<file path="src/rtl/gpio_pkg.sv">
package gpio_pkg;

    localparam int NPINS_DEF  = 16;
    localparam int ADDR_W_DEF = 5;
    localparam int CFG_W      = 4;

    // Setup word, drive enable in bit 0 (first member is the MSB)
    typedef struct packed {
        logic trig_edge;
        logic int_en;
        logic invert;
        logic drive_en;
    } pin_setup_t;

    localparam logic [ADDR_W_DEF-1:0] ADR_OUT_SET = 5'h10;
    localparam logic [ADDR_W_DEF-1:0] ADR_OUT_CLR = 5'h11;
    localparam logic [ADDR_W_DEF-1:0] ADR_ACK     = 5'h12;
    localparam logic [ADDR_W_DEF-1:0] ADR_IN_RD   = 5'h13;
    localparam logic [ADDR_W_DEF-1:0] ADR_OUT_RD  = 5'h14;

    function automatic logic is_setup_addr(input logic [ADDR_W_DEF-1:0] a,
                                           input logic [ADDR_W_DEF-1:0] limit);
        return a < limit;
    endfunction

endpackage

</file>
<file path="src/rtl/gpio_sync.sv">
module gpio_sync #(
    parameter int W = 16
) (
    input  logic         clk,
    input  logic         rst,
    input  logic [W-1:0] d,
    output logic [W-1:0] q
);
    logic [W-1:0] stage1;

    always_ff @(posedge clk) begin
        if (rst) begin
            stage1 <= '0;
            q      <= '0;
        end else begin
            stage1 <= d;
            q      <= stage1;
        end
    end
endmodule

</file>
<file path="src/rtl/gpio_pin_irq.sv">
module gpio_pin_irq
    import gpio_pkg::*;
(
    input  logic       clk,
    input  logic       rst,
    input  logic       cond_in,
    input  pin_setup_t setup,
    input  logic       ack,
    output logic       pending,
    output logic       irq
);
    logic last_in;
    logic rise;

    assign rise = cond_in & ~last_in;

    always_ff @(posedge clk) begin
        if (rst) begin
            last_in <= 1'b0;
            pending <= 1'b0;
        end else begin
            last_in <= cond_in;
            // a new edge wins over an acknowledge in the same cycle
            pending <= (pending & ~ack) | (rise & setup.trig_edge);
        end
    end

    assign irq = setup.int_en & (setup.trig_edge ? pending : cond_in);
endmodule

</file>
<file path="src/rtl/gpio_regs.sv">
module gpio_regs
    import gpio_pkg::*;
#(
    parameter int NPINS  = NPINS_DEF,
    parameter int ADDR_W = ADDR_W_DEF
) (
    input  logic                   clk,
    input  logic                   rst,
    input  logic [ADDR_W-1:0]      bus_addr,
    input  logic                   bus_wr,
    input  logic [NPINS-1:0]       bus_wdata,
    input  logic [NPINS-1:0]       cond_in,
    output pin_setup_t [NPINS-1:0] setup_q,
    output logic [NPINS-1:0]       out_q,
    output logic [NPINS-1:0]       ack_mask,
    output logic [NPINS-1:0]       bus_rdata
);
    localparam int IDX_W = $clog2(NPINS);
    localparam logic [ADDR_W-1:0] SETUP_LIMIT = ADDR_W'(NPINS);

    logic             hit_setup;
    logic [IDX_W-1:0] idx;

    assign hit_setup = is_setup_addr(bus_addr, SETUP_LIMIT);
    assign idx       = bus_addr[IDX_W-1:0];

    always_ff @(posedge clk) begin
        if (rst) begin
            setup_q <= '0;
            out_q   <= '0;
        end else if (bus_wr) begin
            if (hit_setup) begin
                setup_q[idx] <= pin_setup_t'(bus_wdata[CFG_W-1:0]);
            end else begin
                case (bus_addr)
                    ADR_OUT_SET: out_q <= out_q | bus_wdata;
                    ADR_OUT_CLR: out_q <= out_q & ~bus_wdata;
                    default:     ;
                endcase
            end
        end
    end

    assign ack_mask = (bus_wr && bus_addr == ADR_ACK) ? bus_wdata : '0;

    always_comb begin
        bus_rdata = '0;
        if (hit_setup) begin
            bus_rdata[CFG_W-1:0] = setup_q[idx];
        end else begin
            case (bus_addr)
                ADR_IN_RD:  bus_rdata = cond_in;
                ADR_OUT_RD: bus_rdata = out_q;
                default:    bus_rdata = '0;
            endcase
        end
    end
endmodule

</file>
<file path="src/rtl/gpio_ctrl.sv">
module gpio_ctrl
    import gpio_pkg::*;
#(
    parameter int NPINS  = NPINS_DEF,
    parameter int ADDR_W = ADDR_W_DEF
) (
    input  logic              clk,
    input  logic              rst,
    input  logic [ADDR_W-1:0] bus_addr,
    input  logic              bus_wr,
    input  logic [NPINS-1:0]  bus_wdata,
    output logic [NPINS-1:0]  bus_rdata,
    input  logic [NPINS-1:0]  pad_in,
    output logic [NPINS-1:0]  pad_out,
    output logic [NPINS-1:0]  pad_oe,
    output logic [NPINS-1:0]  irq
);
    pin_setup_t [NPINS-1:0] setup_q;
    logic [NPINS-1:0] sync_in;
    logic [NPINS-1:0] cond_in;
    logic [NPINS-1:0] inv_vec;
    logic [NPINS-1:0] ie_vec;
    logic [NPINS-1:0] edge_vec;
    logic [NPINS-1:0] pend_vec;
    logic [NPINS-1:0] ack_mask;
    logic [NPINS-1:0] out_q;

    gpio_sync #(.W(NPINS)) u_sync (
        .clk (clk),
        .rst (rst),
        .d   (pad_in),
        .q   (sync_in)
    );

    gpio_regs #(.NPINS(NPINS), .ADDR_W(ADDR_W)) u_regs (
        .clk       (clk),
        .rst       (rst),
        .bus_addr  (bus_addr),
        .bus_wr    (bus_wr),
        .bus_wdata (bus_wdata),
        .cond_in   (cond_in),
        .setup_q   (setup_q),
        .out_q     (out_q),
        .ack_mask  (ack_mask),
        .bus_rdata (bus_rdata)
    );

    for (genvar i = 0; i < NPINS; i++) begin : g_pin
        assign pad_oe[i]   = setup_q[i].drive_en;
        assign inv_vec[i]  = setup_q[i].invert;
        assign ie_vec[i]   = setup_q[i].int_en;
        assign edge_vec[i] = setup_q[i].trig_edge;

        gpio_pin_irq u_irq (
            .clk     (clk),
            .rst     (rst),
            .cond_in (cond_in[i]),
            .setup   (setup_q[i]),
            .ack     (ack_mask[i]),
            .pending (pend_vec[i]),
            .irq     (irq[i])
        );
    end

    assign cond_in = sync_in ^ inv_vec;
    assign pad_out = out_q;
endmodule

</file>
<file path="config.mk">
export PLATFORM = sky130hd
export DESIGN_NAME = gpio_ctrl
export DESIGN_NICKNAME = d
export VERILOG_FILES = /design/src/rtl/gpio_pkg.sv /design/src/rtl/gpio_sync.sv /design/src/rtl/gpio_pin_irq.sv /design/src/rtl/gpio_regs.sv /design/src/rtl/gpio_ctrl.sv
export SDC_FILE = /design/constraint.sdc
export NUM_CORES = 1
export LEC_CHECK = 0
export ABC_AREA = 1
export BUFFER_PORTS_ARGS = -buffer_cell sky130_fd_sc_hd__buf_2
export CAP_MARGIN = 10
export CORE_MARGIN = 2
export CORE_UTILIZATION = 37
export CTS_CLUSTER_DIAMETER = 40
export DETAILED_ROUTE_END_ITERATION = 8
export PLACE_DENSITY = 0.66
export SLEW_MARGIN = 30
export SYNTH_ARGS = -nofsm -noshare
export SYNTH_HDL_FRONTEND = slang
export SYNTH_SLANG_ARGS = --single-unit
export TNS_END_PERCENT = 50
</file>
<file path="constraint.sdc">
create_clock -name clk -period 1.53 [get_ports clk]
set_clock_uncertainty 0.1 [all_clocks]
set_input_delay 0.0765 -clock clk [delete_from_list [all_inputs] [get_ports clk]]
set_output_delay 0.0765 -clock clk [all_outputs]
set_load 0.005 [all_outputs]
</file>
Word level (Yosys, flattened, before mapping):

Cells that the tools add are included.
Widths: inputs -> output; s select.

* add/sub/neg operators: 0
* $mul: 0
* divide/modulo/power cells: 0
* order comparisons: 3
* eq/ne operators: 5
* shifts and indexed selects: 0
* mux-type cells: 26
* bitwise logic cells: 117
* reductions and logical operators: 5

Operator list (count)
* $and 1x1->1: 64
* $bwmux 64: 1
* $pmux 16 s2: 2
* $not 1->1: 33
* $eq 5x5->1 const B: 5
* $and 16x16->16: 1
* $bmux 4 s4: 1
* $demux 4 s4: 1
* $mux 1: 16
* $mux 16: 1
* $not 16->16: 1
* $or 1x1->1: 16
* $or 16x16->16: 1
* $xor 16x16->16: 1
* $mux 12: 1
* $mux 4: 3
* $lt 4x5->1 const B: 1
* $lt 5x5->1 const B: 1
* $ge 4x1->1 const B: 1
* $reduce_and 3->1: 1
* $logic_and 1x1->1: 2
* $reduce_and 2->1: 1
* $reduce_bool 2->1: 1

* bits in registers: 144
* latch bits: 0
* bits in writable memories: 0
* ROM bits: 0
* input port bits: 40
* output and inout port bits: 64
* word-level logic and storage cells: 255
* memories: 0

Logic depth before layout (Yosys ltp):

* depth in word-level cells: 6
* mapped depth: 10
* depth with buffers taken out: 9

Cells and area by module:

Synthesis repeated with hierarchy kept, for this count alone.

* cell total of the unflattened synthesis: 1022
* area total of the unflattened synthesis: 6744.0 µm²

By module, submodules not included
* gpio_regs: instances 1, cells an instance 635, area each 4107.7 µm², sequential area each 1601.5 µm²
* gpio_pin_irq: instances 16, cells an instance 13, area each 88.8 µm², sequential area each 40.0 µm²
* gpio_sync: instances 1, cells an instance 99, area each 914.6 µm², sequential area each 640.6 µm²
* gpio_ctrl: instances 1, cells an instance 80, area each 300.3 µm², sequential area each 0.0 µm²

Least setup slack after synthesis:

No wires, ideal clock.

* kind: input port to flip-flop
* start point: in bus_addr[4]
* end point: reg, netlist name u_regs.setup_q[39]
* library setup time: 0.119 ns
* data arrival time: 0.987 ns
* required time: 1.311 ns
* slack: 0.324 ns
* stages on the path: 8
* path buffers: 2
* cells stage by stage: buf_2 inv_4 nand2_4 nor2_2 buf_4 nand2_1 o21ai_0 a21oi_1

* word-level cells in the longest chain between the ends: 2

Ends and longest elaborated chain
* start, declared: line gpio_ctrl.sv:9 `input logic [ADDR_W-1:0] bus_addr,`
* $lt 5x5->1: line gpio_pkg.sv:23 `return a < limit;`
* $reduce_and 2->1 (no source line)

No other way between the ends.
A chain may end at the register's enable or synchronous reset.

Worst setup path after layout:

* start point: reg, netlist name u_regs.setup_q[29]
* end point: out bus_rdata[1]

* word-level cells in the longest chain between the ends: 3

Ends and longest elaborated chain
* $bmux 4 s4: line gpio_regs.sv:49 `bus_rdata[CFG_W-1:0] = setup_q[idx];`
* $mux 4 (implied by the code): line gpio_regs.sv:49
* $mux 4: line gpio_regs.sv:48 `if (hit_setup) begin`
* end, declared: line gpio_ctrl.sv:12 `output logic [NPINS-1:0] bus_rdata,`

No other way between the ends. The select of a mux whose other input is x is not followed.

==> out/summary.txt <==
Setup ws final -> -0.190 ns
DRC -> 0
First-pass GRT wire length -> 31.5 mm
Final setup vio count -> 12
Crit path launch type -> flip-flop
Setup CP Type -> reg2out
Commonest non-fill, non-tap cell in the layout -> nand2_1
Fillers -> 1722
Drt via density -> 4.90
Global Route Usage Sum -> 22.2%
Design area -> 8970 um^2
Post-synthesis cell area -> 6470 um^2
Synth top area cells -> dfxtp_1, nand2_1, o21ai_0
Syn_area_per_cell -> 7.00 um^2
Placeable Area -> 17200 um^2
R2R setup slack -> 0.15 ns
# port buffers -> 103
Worst-Margin Slew -> 0.368 ns
IO Pins -> 104
PwrDens -> 969 nW/um^2
Routed wire per std cell -> 15.0 um
Die H -> 136 um
Area leader, netlist -> dfxtp_1
TritonCTS clock tree -> built
Hold Path Class -> in2reg
Clk pin slew, worst setup/hold paths -> 0.07 ns
Worst path required time -> 1.35 ns
Clk Latency, worst-skew pair -> 0.43 ns
Peak supply drop -> 730 uV
Post-detail-place hpwl -> 13.9 mm
Yosys reg bits -> 144
Failing checks -> setup timing
CTS H-Tree Depth -> 4
Final hold violations -> 0
Die X -> 136 um
Synth cell types -> 24
Final Power -> 8.69 mW
Post-route ant nets -> 0
Die ar. -> 18600 um^2
CTS buffer count -> 17
Max_cap viols -> 0
RSZ-0062 raised after global routing -> yes
Vias in the first global route -> 6109
Routability cong. -> 0.921
Sequential area share after synthesis -> 44.5%
Syn Nets -> 965
Rel. slew slack -> 75.4%
Clk root buf -> clkbuf_16
Hold Startpoint -> bus_wr
CP Capture Type -> output port
Static leakage -> 4.21 nW
Worst hold stages -> 5
Largest net degree at the start of global routing -> 41
Share of cells above drive strength 1 -> 30.4%
GRT Residual Overflow -> 0
Worst R2R Path Depth -> 3
TritonCTS sink count -> 144
Status -> finished, violations left
Commonest cells after routing, fill and taps aside -> nand2_1, buf_2, dfxtp_1
Largest fanout on the critical path -> 3
Area growth, synth to finish -> 38.5%
Worst Hold Path EP -> u_regs.setup_q[34]
Setup TNS -> -1.00 ns
F_max -> 581 MHz
Hold WS -> 0.0473 ns
Final worst path period share -> 112%
Post-Route WL -> 20.1 mm
Initial antenna violation count -> 2
Initial DRT Pass Iterations -> 5
Vias -> 6557
Net count reported at finish -> 1137
Max-slew violations -> 0
Drt first-iter violations -> 524
Fin util -> 52.2%
Syn. warnings -> 0
CTS max path bufs -> 2
Area fraction of the dominant cell type after synthesis -> 44.5%
Placed instance area -> 7240 um^2
Row cnt -> 48
Gate Count Post-Synth -> 925
Post-layout minimum cycle time -> 1.72 ns
Initial core utilization -> 37.7%
Crit path arrival time -> 1.54 ns
## layer usage
layer	track usage, %	vias up	wire length [um]	share of wire, %
met4	8.97	0	567	2.8
met1	28.5	3028	8810	44
met3	5.00	35	1290	6.4
met2	36.0	218	9450	47
li1	-	3276	-	-
met5	0	-	0	0
## cell type report
class | instances | area [um^2] | area share (%)
Clock inverter | 15 | 153 | 1.70
Antenna cell | 2 | 5.00 | 0.0558
Timing Repair Buffer | 228 | 1670 | 18.6
Tap cell | 225 | 282 | 3.14
Multi-Input combinational cell | 599 | 3040 | 33.9
Inverter | 107 | 407 | 4.54
Clock buffer | 17 | 425 | 4.74
Sequential cell | 144 | 2980 | 33.3
## critical path, stage by stage, from the launching register on
cell and delay, ns:
dfxtp_4 0.38, nand2_1 0.06, nand2_1 0.06, nand2_1 0.07
nand2_1 0.06, nand2_1 0.07, nand3_2 0.10, nor2_2 0.13
nor2_2 0.06, buf_2 0.13
## kinds of logic (layout without fill, tap and decap cells)
logic type                after synthesis  after routing  synth area share (%)
AOI/OAI and AO/OA                     204            204                  16.4
xor gates and xnor gates               16             16                  2.16
buffers and inverters                 182            367                  13.0
DFF                                   144            144                  44.5
other                                   0              2                     0
and+or+nand+nor                       379            379                  23.8
## repair_timing
action / CTS / global route
pin swaps: 27 / 42
hold buffers: 49 / 0
setup endpoints to repair: 25 / 37
hold endpoints to repair: 66 / 0
setup buffers: 7 / 21
gates resized for setup: 74 / 83
## Yosys cell counts
master / n
a211oi_1: 3
a21oi_1: 89
buf_1: 2
buf_2: 11
buf_4: 38
clkbuf_1: 22
clkbuf_2: 2
dfxtp_1: 144
inv_1: 99
inv_2: 7
inv_4: 1
nand2_1: 220
nand2_4: 1
nand3_1: 60
nand3_2: 1
nand4_1: 3
nor2_1: 88
nor2_2: 4
nor2_4: 2
o211ai_1: 14
o21ai_0: 92
o21ai_1: 6
xnor2_1: 11
xor2_1: 5
## worst max-delay path by stage
stage | from | endpoint | cells past startpoint | slack (ns)
after global placement | bus_addr[0] | bus_rdata[3] | 11 | 0.02
final | u_regs.setup_q[29] | bus_rdata[1] | 9 | -0.19
after detailed placement | bus_addr[2] | bus_rdata[4] | 8 | 0.06
after floorplan | bus_addr[4] | u_regs.setup_q[39] | 8 | 0.32
after global routing | u_regs.setup_q[29] | bus_rdata[1] | 9 | -0.24
after CTS | u_regs.setup_q[2] | bus_rdata[2] | 9 | -0.23
## report_power, final
part	leakage, nW	internal (mW)	switching (mW)	total [mW]
logic	2.73	0.331	0.430	0.761
registers	1.20	3.81	0.0485	3.86
clock network	0.277	2.29	1.78	4.07
total	4.21	6.43	2.26	8.69
## metrics by stage
| stage | setup WS (ns) | instances |
|---|---|---|
| final | -0.190 | 1337 |
| after global routing | -0.244 | 1337 |
| after CTS | -0.231 | 1314 |
| after detailed placement | 0.0601 | 1226 |
| after global placement | 0.0219 | 1226 |
| after floorplan | 0.324 | 925 |
Note: power is estimated with default switching activity, not from simulation.
